File: src/rtl/sadc_pkg.sv
package sadc_pkg;
   typedef enum logic {
      FRM_NORMAL = 1'b0,
      FRM_ALT    = 1'b1
   } frame_mode_e;
endpackage

File: src/rtl/sadc_shifter.sv
module sadc_shifter #(
   parameter int WORD_W = 16,
   parameter int DATA_W = 12,
   parameter int OUT_W  = 16
) (
   input  logic             clk,
   input  logic             rst,
   input  logic             shift_en,
   input  logic             sdata,
   input  logic             mode_alt,
   output logic             rdy_bit,
   output logic [OUT_W-1:0] sample
);
   localparam int SH_W   = WORD_W - 2;
   localparam int TAIL_N = WORD_W - DATA_W - 2;
   localparam int TAIL_A = TAIL_N - 1;

   generate
      if (TAIL_A < 0) begin : g_bad_word
         $error("sadc_shifter: WORD_W must be at least DATA_W+3");
      end
      if (OUT_W < DATA_W) begin : g_bad_out
         $error("sadc_shifter: OUT_W must be at least DATA_W");
      end
   endgenerate

   logic [SH_W-1:0]   shreg;
   logic [SH_W:0]     word;
   logic [DATA_W-1:0] field;

   always_ff @(posedge clk) begin
      if (rst)           shreg <= '0;
      else if (shift_en) shreg <= {shreg[SH_W-2:0], sdata};
   end

   // Word as seen during the last bit of a frame: the newest bit is not yet stored
   assign word = {shreg, sdata};

   always_comb begin
      if (mode_alt) begin
         rdy_bit = word[TAIL_A + DATA_W];
         field   = word[TAIL_A +: DATA_W];
      end else begin
         rdy_bit = word[TAIL_N + DATA_W];
         field   = word[TAIL_N +: DATA_W];
      end
   end

   generate
      if (OUT_W == DATA_W) begin : g_exact
         assign sample = field;
      end else begin : g_pad
         assign sample = {{(OUT_W-DATA_W){1'b0}}, field};
      end
   endgenerate
endmodule

File: src/rtl/sadc_sequencer.sv
module sadc_sequencer
   import sadc_pkg::*;
#(
   parameter int WORD_W = 16,
   parameter int BURST  = 6,
   parameter int ADDR_W = 3
) (
   input  logic              clk,
   input  logic              rst,
   input  logic              start,
   input  logic              alt_mode,
   input  logic              frame_rdy,
   output logic              run,
   output logic              mode_alt,
   output logic              fsync,
   output logic              take,
   output logic [ADDR_W-1:0] slot
);
   localparam int CNT_W = $clog2(WORD_W);
   localparam logic [CNT_W-1:0]  LAST_N = CNT_W'(WORD_W - 1);
   localparam logic [CNT_W-1:0]  LAST_A = CNT_W'(WORD_W - 2);
   localparam logic [ADDR_W-1:0] SLOT_END = ADDR_W'(BURST - 1);

   frame_mode_e      mode_q;
   logic [CNT_W-1:0] bit_cnt;
   logic             frame_end;
   logic             last_take;

   assign mode_alt  = (mode_q == FRM_ALT);
   assign frame_end = run && (bit_cnt == (mode_alt ? LAST_A : LAST_N));
   assign take      = frame_end && frame_rdy;
   assign last_take = take && (slot == SLOT_END);

   always_ff @(posedge clk) begin
      if (rst) begin
         run     <= 1'b0;
         bit_cnt <= '0;
         fsync   <= 1'b0;
         slot    <= '0;
         mode_q  <= FRM_NORMAL;
      end else if (!run) begin
         fsync <= 1'b0;
         if (start) begin
            run     <= 1'b1;
            bit_cnt <= '0;
            fsync   <= 1'b1;
            slot    <= '0;
            mode_q  <= frame_mode_e'(alt_mode);
         end
      end else if (frame_end) begin
         bit_cnt <= '0;
         if (last_take) begin
            run   <= 1'b0;
            fsync <= 1'b0;
         end else begin
            fsync <= 1'b1;
            if (take) slot <= slot + 1'b1;
         end
      end else begin
         bit_cnt <= bit_cnt + 1'b1;
         fsync   <= 1'b0;
      end
   end


   fsync_pulse_chk: assert property (@(posedge clk) disable iff (rst)
      fsync |=> !fsync);


   mode_hold_chk: assert property (@(posedge clk) disable iff (rst)
      (run && $past(run)) |-> $stable(mode_q));
endmodule

File: src/rtl/sadc_wport.sv
module sadc_wport #(
   parameter int OUT_W  = 16,
   parameter int ADDR_W = 3,
   parameter int BURST  = 6
) (
   input  logic              clk,
   input  logic              rst,
   input  logic              take,
   input  logic [ADDR_W-1:0] slot,
   input  logic [OUT_W-1:0]  sample,
   output logic              wr_en,
   output logic [ADDR_W-1:0] wr_addr,
   output logic [OUT_W-1:0]  wr_data,
   output logic              done
);
   localparam logic [ADDR_W-1:0] SLOT_END = ADDR_W'(BURST - 1);

   always_ff @(posedge clk) begin
      if (rst) begin
         wr_en   <= 1'b0;
         wr_addr <= '0;
         wr_data <= '0;
         done    <= 1'b0;
      end else begin
         wr_en <= take;
         done  <= wr_en && (wr_addr == SLOT_END);
         if (take) begin
            wr_addr <= slot;
            wr_data <= sample;
         end
      end
   end


   strobe_pulse_chk: assert property (@(posedge clk) disable iff (rst)
      wr_en |=> !wr_en);
endmodule

File: src/rtl/sadc_burst_capture.sv
module sadc_burst_capture #(
   parameter int WORD_W = 16,
   parameter int DATA_W = 12,
   parameter int OUT_W  = 16,
   parameter int BURST  = 6,
   parameter int ADDR_W = 3
) (
   input  logic              clk,
   input  logic              rst,
   input  logic              start,
   input  logic              alt_mode,
   input  logic              sdata,
   output logic              fsync,
   output logic              wr_en,
   output logic [ADDR_W-1:0] wr_addr,
   output logic [OUT_W-1:0]  wr_data,
   output logic              done
);
   generate
      if (BURST < 1 || $clog2(BURST) > ADDR_W) begin : g_bad_addr
         $error("sadc_burst_capture: ADDR_W too narrow for BURST");
      end
   endgenerate

   logic              run;
   logic              mode_alt;
   logic              rdy_bit;
   logic              take;
   logic [ADDR_W-1:0] slot;
   logic [OUT_W-1:0]  sample;

   sadc_sequencer #(.WORD_W(WORD_W), .BURST(BURST), .ADDR_W(ADDR_W)) u_seq (
      .clk(clk), .rst(rst), .start(start), .alt_mode(alt_mode),
      .frame_rdy(rdy_bit), .run(run), .mode_alt(mode_alt),
      .fsync(fsync), .take(take), .slot(slot)
   );

   sadc_shifter #(.WORD_W(WORD_W), .DATA_W(DATA_W), .OUT_W(OUT_W)) u_shift (
      .clk(clk), .rst(rst), .shift_en(run), .sdata(sdata),
      .mode_alt(mode_alt), .rdy_bit(rdy_bit), .sample(sample)
   );

   sadc_wport #(.OUT_W(OUT_W), .ADDR_W(ADDR_W), .BURST(BURST)) u_wport (
      .clk(clk), .rst(rst), .take(take), .slot(slot), .sample(sample),
      .wr_en(wr_en), .wr_addr(wr_addr), .wr_data(wr_data), .done(done)
   );


   wr_sync_chk: assert property (@(posedge clk) disable iff (rst)
      (wr_en && wr_addr != ADDR_W'(BURST - 1)) |-> fsync);


   done_quiet_chk: assert property (@(posedge clk) disable iff (rst)
      done |-> !wr_en);


   reset_clear_chk: assert property (@(posedge clk)
      rst |=> (!fsync && !wr_en && !done));
endmodule

File: config.mk
export PLATFORM = sky130hd
export DESIGN_NAME = sadc_burst_capture
export DESIGN_NICKNAME = d
export VERILOG_FILES = /design/src/rtl/sadc_pkg.sv /design/src/rtl/sadc_shifter.sv /design/src/rtl/sadc_sequencer.sv /design/src/rtl/sadc_wport.sv /design/src/rtl/sadc_burst_capture.sv
export SDC_FILE = /design/constraint.sdc
export NUM_CORES = 1
export LEC_CHECK = 0
export BUFFER_PORTS_ARGS = -buffer_cell sky130_fd_sc_hd__buf_2
export CAP_MARGIN = 20
export CORE_UTILIZATION = 53
export CTS_BUF_LIST = sky130_fd_sc_hd__clkbuf_8
export DETAILED_ROUTE_END_ITERATION = 6
export PLACE_DENSITY = 0.75
export SYNTH_ARGS = -nofsm -noshare
export SYNTH_HDL_FRONTEND = slang
export SYNTH_SLANG_ARGS = --single-unit
File: constraint.sdc
create_clock -name clk -period 1.4 [get_ports clk]
set_input_delay 0.28 -clock clk [delete_from_list [all_inputs] [get_ports clk]]
set_output_delay 0.28 -clock clk [all_outputs]
set_load 0.01 [all_outputs]
; ---- Word-level counts from Yosys, hierarchy flattened
; Index checks and enable logic that the tools add are counted.
[word_totals]
ff_bits = 41
input_bits = 5
out_inout_bits = 22
wordCells = 43
[op_classes]
add_sub_neg = 2
n_eq_ne = 6
muxes = 17
bitwise = 1
n_reduce_logical = 7
[ops]
columns = cell, n
row1 = 3-bit 2-to-1 mux, 5
row2 = 12-bit 2-to-1 mux, 1
row3 = 4-bit 2-to-1 mux, 3
row4 = 1-bit 2-to-1 mux, 8
row5 = 3-bit == test (second input constant), 2
row6 = 2-bit inequality test (second input constant), 3
row7 = 4-bit by 1-bit adder with 4-bit output (second input constant), 1
row8 = 4-bit == test, 1
row9 = 1-bit logical AND, 4
row10 = 4-bit AND reduction, 1
row11 = 3-bit by 1-bit adder with 3-bit output (second input constant), 1
row12 = 2-bit AND reduction, 1
row13 = 2-bit nonzero test, 1
row14 = 1-bit NOT, 1

; ---- Depth between registers and ports, before layout
; Gate-level depths: netlist of run 1.
[depth]
ltp_word = 8
depth_mapped = 5

; ---- Modules after synthesis
; Synthesis of run 1 repeated with hierarchy kept, for this count alone.
[unflattened]
cells_unflattened = 189
area_unflattened_um2 = 2033.2
[modules_own_cells]
columns = mod, instances, cells_per_inst, area_each_um2
row1 = sadc_shifter, 1, 64, 737.0
row2 = sadc_wport, 1, 66, 732.0
row3 = sadc_sequencer, 1, 59, 564.3

; ---- Worst setup path before layout of run 1
; Ideal clock, no wire load.
[synth_timing]
path_type = register -> register
from = reg u_seq.mode_q, in the netlist u_seq.mode_alt
to = reg u_wport.wr_data[10]
arrival_time_ns = 1.230
required_ns = 1.266
path_slack_ns = 0.036
stages_incl_launch_ff = 6
period_less_slack_ns = 1.364
cell_sequence = dfxtp_1 > buf_6 > buf_2 > mux2_2 > nor4_1 > a211oi_1
[synth_via]
elab_chain_cells = 4
word_cells_on_any_way = 6
[synth_rtl]
columns = element, line_no
row1 = start: declaration, sadc_sequencer.sv:24  ; frame_mode_e mode_q;
row2 = start signal: assignment, sadc_sequencer.sv:48  ; mode_q <= frame_mode_e'(alt_mode);
row3 = 1-bit 2-to-1 mux, sadc_sequencer.sv:30  ; assign frame_end = run && (bit_cnt == (mode_alt ? LAST_A : LAST_N));
row4 = 4-bit == test, sadc_sequencer.sv:30
row5 = 1-bit logical AND, sadc_sequencer.sv:30
row6 = 1-bit logical AND, sadc_sequencer.sv:31  ; assign take = frame_end && frame_rdy;
row7 = end signal: assignment, sadc_wport.sv:29  ; wr_data <= sample;
row8 = end: declaration, sadc_wport.sv:13  ; output logic [OUT_W-1:0] wr_data,
; Several ways; a longest one is shown, not always the timed one.
; A chain may end at the register's enable or synchronous reset.

; ---- Worst setup path after layout of run 1
[layout_timing]
from = reg u_seq.mode_q, in the netlist u_seq.mode_alt
to = reg u_wport.wr_data[1]
; Same word-level chain as after synthesis.

==> flow_metrics.env, run 1 <==
export IMPL_power_switching_w=0.0005275
export IMPL_power_internal_w=0.001669
export IMPL_synth_main_ff_cell="dfxtp_1"
export IMPL_dp_hpwl_mm=2.878
export IMPL_synth_edf_count=0
export IMPL_r2r_start="u_seq.mode_alt"
export IMPL_hold_path_startpoint="alt_mode"
export IMPL_io_pins=27
export IMPL_sw_frac_of_total=0.2402
export IMPL_p_total_w=0.002196
export IMPL_crit_fanout=8
export IMPL_die_area_sq_mm=0.003959
export IMPL_hold_viol_final=0
export IMPL_cap_violations=0
export IMPL_fin_cells=279
export IMPL_synth_cell_area_sq_mm=0.001967
export IMPL_avgRoutedWirePerCell_microns=14.91
export IMPL_placedCellCount=270
export IMPL_min_to="u_seq.mode_alt"
export IMPL_synthCells=199
export IMPL_min_period_ns=1.366
export IMPL_port_buffers=22
export IMPL_hp_class="in -> reg"
export IMPL_slew_violations=0
export IMPL_gp_congestion=0.8407
export IMPL_critPathKind="reg -> reg"
export IMPL_diodes=0
export IMPL_core_sq_mm=0.003442
export IMPL_viasPerCell=5.502
export IMPL_worst_r2r_setup_slack_ns=0.03
export IMPL_start_util=0.5714
export IMPL_syn_to_final_growth_pct=20.36
export IMPL_totalWireLength_mm=4.160
export IMPL_max_vdd_ir_drop_mv=0.6940
export IMPL_track_usage=0.2343
export IMPL_fmax_ghz=0.7320
export IMPL_finalCritPeriodShare=0.9759
export IMPL_grt_overflow=0
export IMPL_pwr_share_clk=0.360
export IMPL_h_tree_depth=2
export IMPL_yosys_cell_types_count=38
export IMPL_layout_common_cells="dfxtp_1 (37), buf_2 (22), mux2i_1 (20), nor2_1 (18), buf_4 (15)"
export IMPL_combPwrFrac=0.099
export IMPL_async_flop_share=0
export IMPL_synth_mux_area_frac=0.1877
export IMPL_skew_ns=0.006770
export IMPL_cts_tree="built"
export IMPL_crit_path_end_kind="flop"
export IMPL_grt_max_degree=27
export IMPL_root_buffer="clkbuf_8"
export IMPL_clkLatencyLatePin_ns=0.30
export IMPL_finalWorstSetupSlack_ns=0.03379
export IMPL_ys_seq_elements=41
export IMPL_cts_max_path_buffers=2
export IMPL_drt_pre_antenna_iters=4
export IMPL_cts_clk_slew_worst_paths_ns=0.08
export IMPL_crit_arrival_ns=1.57
export IMPL_setup_viol=0
export IMPL_clock_sinks=41
export IMPL_grt_pass1_wl_mm=7.176
export IMPL_yosysWarnings=0
export IMPL_fin_nets=241
export IMPL_drive_above_1_share=0.3519
export IMPL_synthXorXnorAreaFrac=0.01654
export IMPL_reg2reg_to="u_wport.wr_data[1]"
export IMPL_synth_area_per_cell_sq_um=9.884
export IMPL_cp_required_ns=1.61
export IMPL_pwr_share_seq=0.541
export IMPL_cts_buffers_inserted=5
export IMPL_setup_tns_final_ns=0
export IMPL_drt_iter0_drc=76
export IMPL_final_common_cell="dfxtp_1"
export IMPL_vias=1535
export IMPL_rsz0062_at_grt="yes"
export IMPL_chipHeight_microns=62.92
export IMPL_hold_path_cell_count=3
export IMPL_die_w_microns=62.92
export IMPL_worst_r2r_cell_count=5
export IMPL_dpl_worst_slack_ns=-0.01959
export IMPL_synth_compound_area_frac=0.08715
export IMPL_grt_pass1_vias=1517
export IMPL_start_kind="flop"
export IMPL_synthSimpleGateAreaFrac=0.1864
export IMPL_grt_antenna_before_repair=0
export IMPL_p_leak_nw=0.9340
export IMPL_rows=21
export IMPL_synth_seq_area_share=0.4173
export IMPL_outcome="complete, no violations"
export IMPL_synthAdderAreaFrac=0.01908
export IMPL_cellPowerDensity_mw_per_mm2=927.7
export IMPL_drtAntennaViolNets=0
export IMPL_synth_top_family_by_area="multiplexers"
export IMPL_drc_errors=0
[worst max path at each step]
| stage | endpoint | slack, ns | startpoint | depth (start not counted) |
|---|---|---|---|---|
| after floorplan | u_wport.wr_data[10] | 0.04 | u_seq.mode_alt | 5 |
| after global placement | u_wport.wr_addr[1] | 0.03 | u_seq.mode_alt | 5 |
| after detailed placement | u_wport.wr_data[0] | -0.02 | u_seq.mode_alt | 4 |
| after CTS | u_wport.wr_data[0] | 0.03 | u_seq.mode_alt | 5 |
| after global routing | u_wport.wr_data[1] | -0.05 | u_seq.mode_alt | 5 |
| final | u_wport.wr_data[1] | 0.03 | u_seq.mode_alt | 5 |
[power by group through the flow]
| stage | clock [W] | combinational, W | sequential, W |
|---|---|---|---|
| 5_1_grt | 0.000856 | 0.000231 | 0.00119 |
| 2_1_floorplan | 0 | 0.000142 | 0.00121 |
| 6_report | 0.000791 | 0.000216 | 0.00119 |
| 3_5_place_dp | 0 | 0.000199 | 0.00121 |
| 3_3_place_gp | 0 | 0.000192 | 0.00121 |
| 4_1_cts | 0.000809 | 0.000211 | 0.00119 |
[metal layers]
layer  vias to the layer above  track usage  wire, microns
met1                       724       0.2825           1798
met4                         0       0.1134             88
met5                         -            0              0
met2                        37       0.3911           2104
li1                        766            -              -
met3                         8      0.05109            169
[Yosys cell counts (2+ instances only)]
library cell	n	share of area
nor2_1	18	0.034
a211oi_1	12	0.046
nor4_1	12	0.038
mux2_2	13	0.074
a311oi_1	2	0.0089
mux2i_1	20	0.10
buf_2	6	0.015
nand3b_1	3	0.011
ha_1	3	0.019
o21ai_0	2	0.0051
a21oi_1	5	0.013
inv_1	14	0.027
o211ai_1	2	0.0076
dfxtp_1	41	0.42
nand4_1	4	0.013
nand2_1	3	0.0057
clkbuf_1	4	0.0076
nand2b_1	8	0.025
or3b_2	2	0.0089
buf_4	4	0.015
nand3_1	2	0.0051
buf_6	3	0.017
[final cells by class]
class / count / area (sq um)
multi-input cells: 129 / 1036
inverters: 14 / 52.55
fillers: 266 / 1075
well taps: 46 / 57.56
clock inverters: 1 / 7.507
clock buffers: 6 / 82.58
flip-flops and latches: 41 / 825.8
repair buffers: 42 / 305.3
[through the flow]
| step | hold WS, ns | utilization | instance area (sq um) |
|---|---|---|---|
| 2_1_floorplan | 0.4239 | - | 1978 |
| 6_report | 0.2312 | 0.6878 | 2367 |
| 3_5_place_dp | 0.4514 | 0.6372 | 2193 |
| 5_1_grt | 0.2306 | 0.6878 | 2367 |
| 3_3_place_gp | 0.4428 | 0.6372 | 2193 |
| 4_1_cts | 0.2158 | 0.6739 | 2320 |
[cells by family (layout without fill, tap and decap cells)]
family | count (synthesis) | after routing
AND/OR/NAND/NOR | 61 | 61
flip-flops | 41 | 41
multiplexers | 34 | 34
buffers and inverters | 32 | 63
AO/OA/AOI/OAI | 25 | 25
adder cells (fa/ha/maj) | 3 | 3
XOR/XNOR | 2 | 2
other | 1 | 4
[sequential cells by signal, summed over array words and instances (netlist names)]
register	flops
u_seq.bit_cnt	4
u_shift.shreg	14
u_wport.wr_addr	3
u_seq.slot	3
u_seq.fsync	1
u_wport.done	1
u_wport.wr_data	12
u_wport.wr_en	1
u_seq.run	1
u_seq.mode_alt	1
[worst max-delay path, cell delays in order, from the launching register on]
cell and delay (ns):
dfxtp_2 0.34, buf_12 0.14, mux2i_4 0.32, buf_6 0.17
nor4_2 0.05, a211oi_1 0.24
[timing repair]
action | in CTS | in global routing
endpoints found under the setup margin | 12 | 12
hold buffers | 0 | 0
resized for setup | 2 | 11
setup buffers | 3 | 0
pin swaps | 1 | 7
Power figures use the tool's default switching activity.
==> run 2, diff against run 1 <==
- PLACE_DENSITY: 0.75 -> 0.84
==> flow_metrics.env, run 2 (synthesis results as in run 1) <==
export IMPL_die_w_microns=62.92
export IMPL_hold_viol_final=0
export IMPL_start_util=0.5714
export IMPL_drive_above_1_share=0.3376
export IMPL_dpl_worst_slack_ns=-0.02026
export IMPL_grt_pass1_wl_mm=6.679
export IMPL_power_switching_w=0.0005267
export IMPL_r2r_start="u_seq.mode_alt"
export IMPL_grt_overflow=0
export IMPL_cts_max_path_buffers=2
export IMPL_io_pins=27
export IMPL_min_to="u_shift.shreg[0]"
export IMPL_hold_path_cell_count=3
export IMPL_drt_iter0_drc=106
export IMPL_drtAntennaViolNets=0
export IMPL_track_usage=0.2217
export IMPL_worst_r2r_cell_count=5
export IMPL_max_vdd_ir_drop_mv=0.4710
export IMPL_start_kind="flop"
export IMPL_grt_max_degree=21
export IMPL_dp_hpwl_mm=2.656
export IMPL_vias=1549
export IMPL_cts_buffers_inserted=5
export IMPL_skew_ns=0.007592
export IMPL_crit_fanout=12
export IMPL_topRoutingLayerUsed="met4"
export IMPL_min_period_ns=1.380
export IMPL_cap_violations=0
export IMPL_slew_violations=0
export IMPL_syn_to_final_growth_pct=19.34
export IMPL_placedCellCount=269
export IMPL_cp_required_ns=1.58
export IMPL_fmax_ghz=0.7247
export IMPL_power_internal_w=0.001665
export IMPL_port_buffers=22
export IMPL_die_area_sq_mm=0.003959
export IMPL_finalCritPeriodShare=0.9856
export IMPL_critPathKind="reg -> reg"
export IMPL_drc_errors=0
export IMPL_largest_registers="u_shift.shreg (14), u_wport.wr_data (12), u_seq.bit_cnt (4)"
export IMPL_clkLatencyLatePin_ns=0.30
export IMPL_fin_nets=242
export IMPL_crit_arrival_ns=1.56
export IMPL_core_sq_mm=0.003442
export IMPL_totalWireLength_mm=4.018
export IMPL_avgRoutedWirePerCell_microns=14.35
export IMPL_sw_frac_of_total=0.2403
export IMPL_rows=21
export IMPL_cellPowerDensity_mw_per_mm2=933.8
export IMPL_largest_register_ffs=14
export IMPL_root_buffer="clkbuf_8"
export IMPL_p_leak_nw=0.9320
export IMPL_startpoint="u_seq.mode_alt"
export IMPL_pwr_share_clk=0.360
export IMPL_grt_antenna_before_repair=0
export IMPL_hold_path_startpoint="sdata"
export IMPL_met2WireLength_mm=1.743
export IMPL_viasPerCell=5.532
export IMPL_hp_class="in -> reg"
export IMPL_clock_sinks=41
export IMPL_hold_buffers=0
export IMPL_reg2reg_to="u_wport.wr_data[9]"
export IMPL_combPwrFrac=0.097
export IMPL_fin_cells=280
export IMPL_pwr_share_seq=0.543
export IMPL_setup_viol=0
export IMPL_h_tree_depth=2
export IMPL_crit_path_end_kind="flop"
export IMPL_chipHeight_microns=62.92
export IMPL_final_common_cell="dfxtp_1"
export IMPL_setup_tns_final_ns=0
export IMPL_gp_congestion=0.8097
export IMPL_worst_r2r_setup_slack_ns=0.02
export IMPL_met1Wirelength_mm=1.973
export IMPL_outcome="complete, no violations"
export IMPL_finalWorstSetupSlack_ns=0.02011
export IMPL_wl_met3_microns=238
export IMPL_cts_clk_slew_worst_paths_ns=0.08
export IMPL_grt_pass1_vias=1405
export IMPL_rsz0062_at_grt="yes"
export IMPL_cts_tree="built"
export IMPL_diodes=0
export IMPL_hold_ws_ns=0.2264
export IMPL_drt_pre_antenna_iters=4
export IMPL_layout_common_cells="dfxtp_1 (38), buf_2 (22), mux2i_1 (20), buf_4 (18), nor2_1 (17)"
export IMPL_largest_register="u_shift.shreg"
run 2: cell types whose count changed in the layout (fill, tap and decap cells not counted), sizes merged:
cell / change
buf: +1
run 2: layout make-up:
class,count,area (sq um)
Inverter,14,52.55
Sequential cell,41,824.5
Tap cell,46,57.56
Multi-Input combinational cell,129,1026
Clock inverter,1,7.507
Clock buffer,6,82.58
Timing Repair Buffer,43,296.5
Fill cell,266,1095
run 2: metrics by stage:
stage | cell area (sq um) | power [W] | utilization
floorplan | 1978 | 0.001355 | -
global placement | 2186 | 0.001395 | 0.6350
detailed placement | 2186 | 0.001400 | 0.6350
CTS | 2283 | 0.002182 | 0.6634
global route | 2347 | 0.002276 | 0.6819
finish | 2347 | 0.002192 | 0.6819
run 2: power groups by stage:
stage / clock [W] / combinational, W / sequential, W
floorplan: 0 / 0.000142 / 0.00121
detailed placement: 0 / 0.000185 / 0.00122
CTS: 0.000806 / 0.000187 / 0.00119
global placement: 0 / 0.000180 / 0.00121
finish: 0.000788 / 0.000213 / 0.00119
global route: 0.000854 / 0.000230 / 0.00119
run 2: what timing repair did:
action | CTS | global route
pin swaps | 0 | 2
resized for setup | 1 | 8
setup endpoints to repair | 9 | 19
buffers inserted | 0 | 4
run 2: worst max path at each step:
stage,endpoint,depth (start not counted)
6_report,u_wport.wr_data[9],5
5_1_grt,u_seq.run,5
4_1_cts,u_wport.wr_addr[1],5
3_5_place_dp,u_wport.wr_data[3],4
3_3_place_gp,u_wport.wr_data[4],4
2_1_floorplan,u_wport.wr_data[10],5
run 2: critical path, cell delays in order, from the launching register on:
cell and delay, ns:
dfxtp_2 0.34, buf_12 0.14, xnor2_4 0.14, buf_4 0.18, nor4_1 0.37, a211oi_1 0.08
run 2: routing by layer:
metal | global-route usage | up-vias
met4 | 0.09302 | 0
met1 | 0.3042 | 721
met2 | 0.3159 | 49
li1 | - | 771
met5 | 0 | -
met3 | 0.07117 | 8
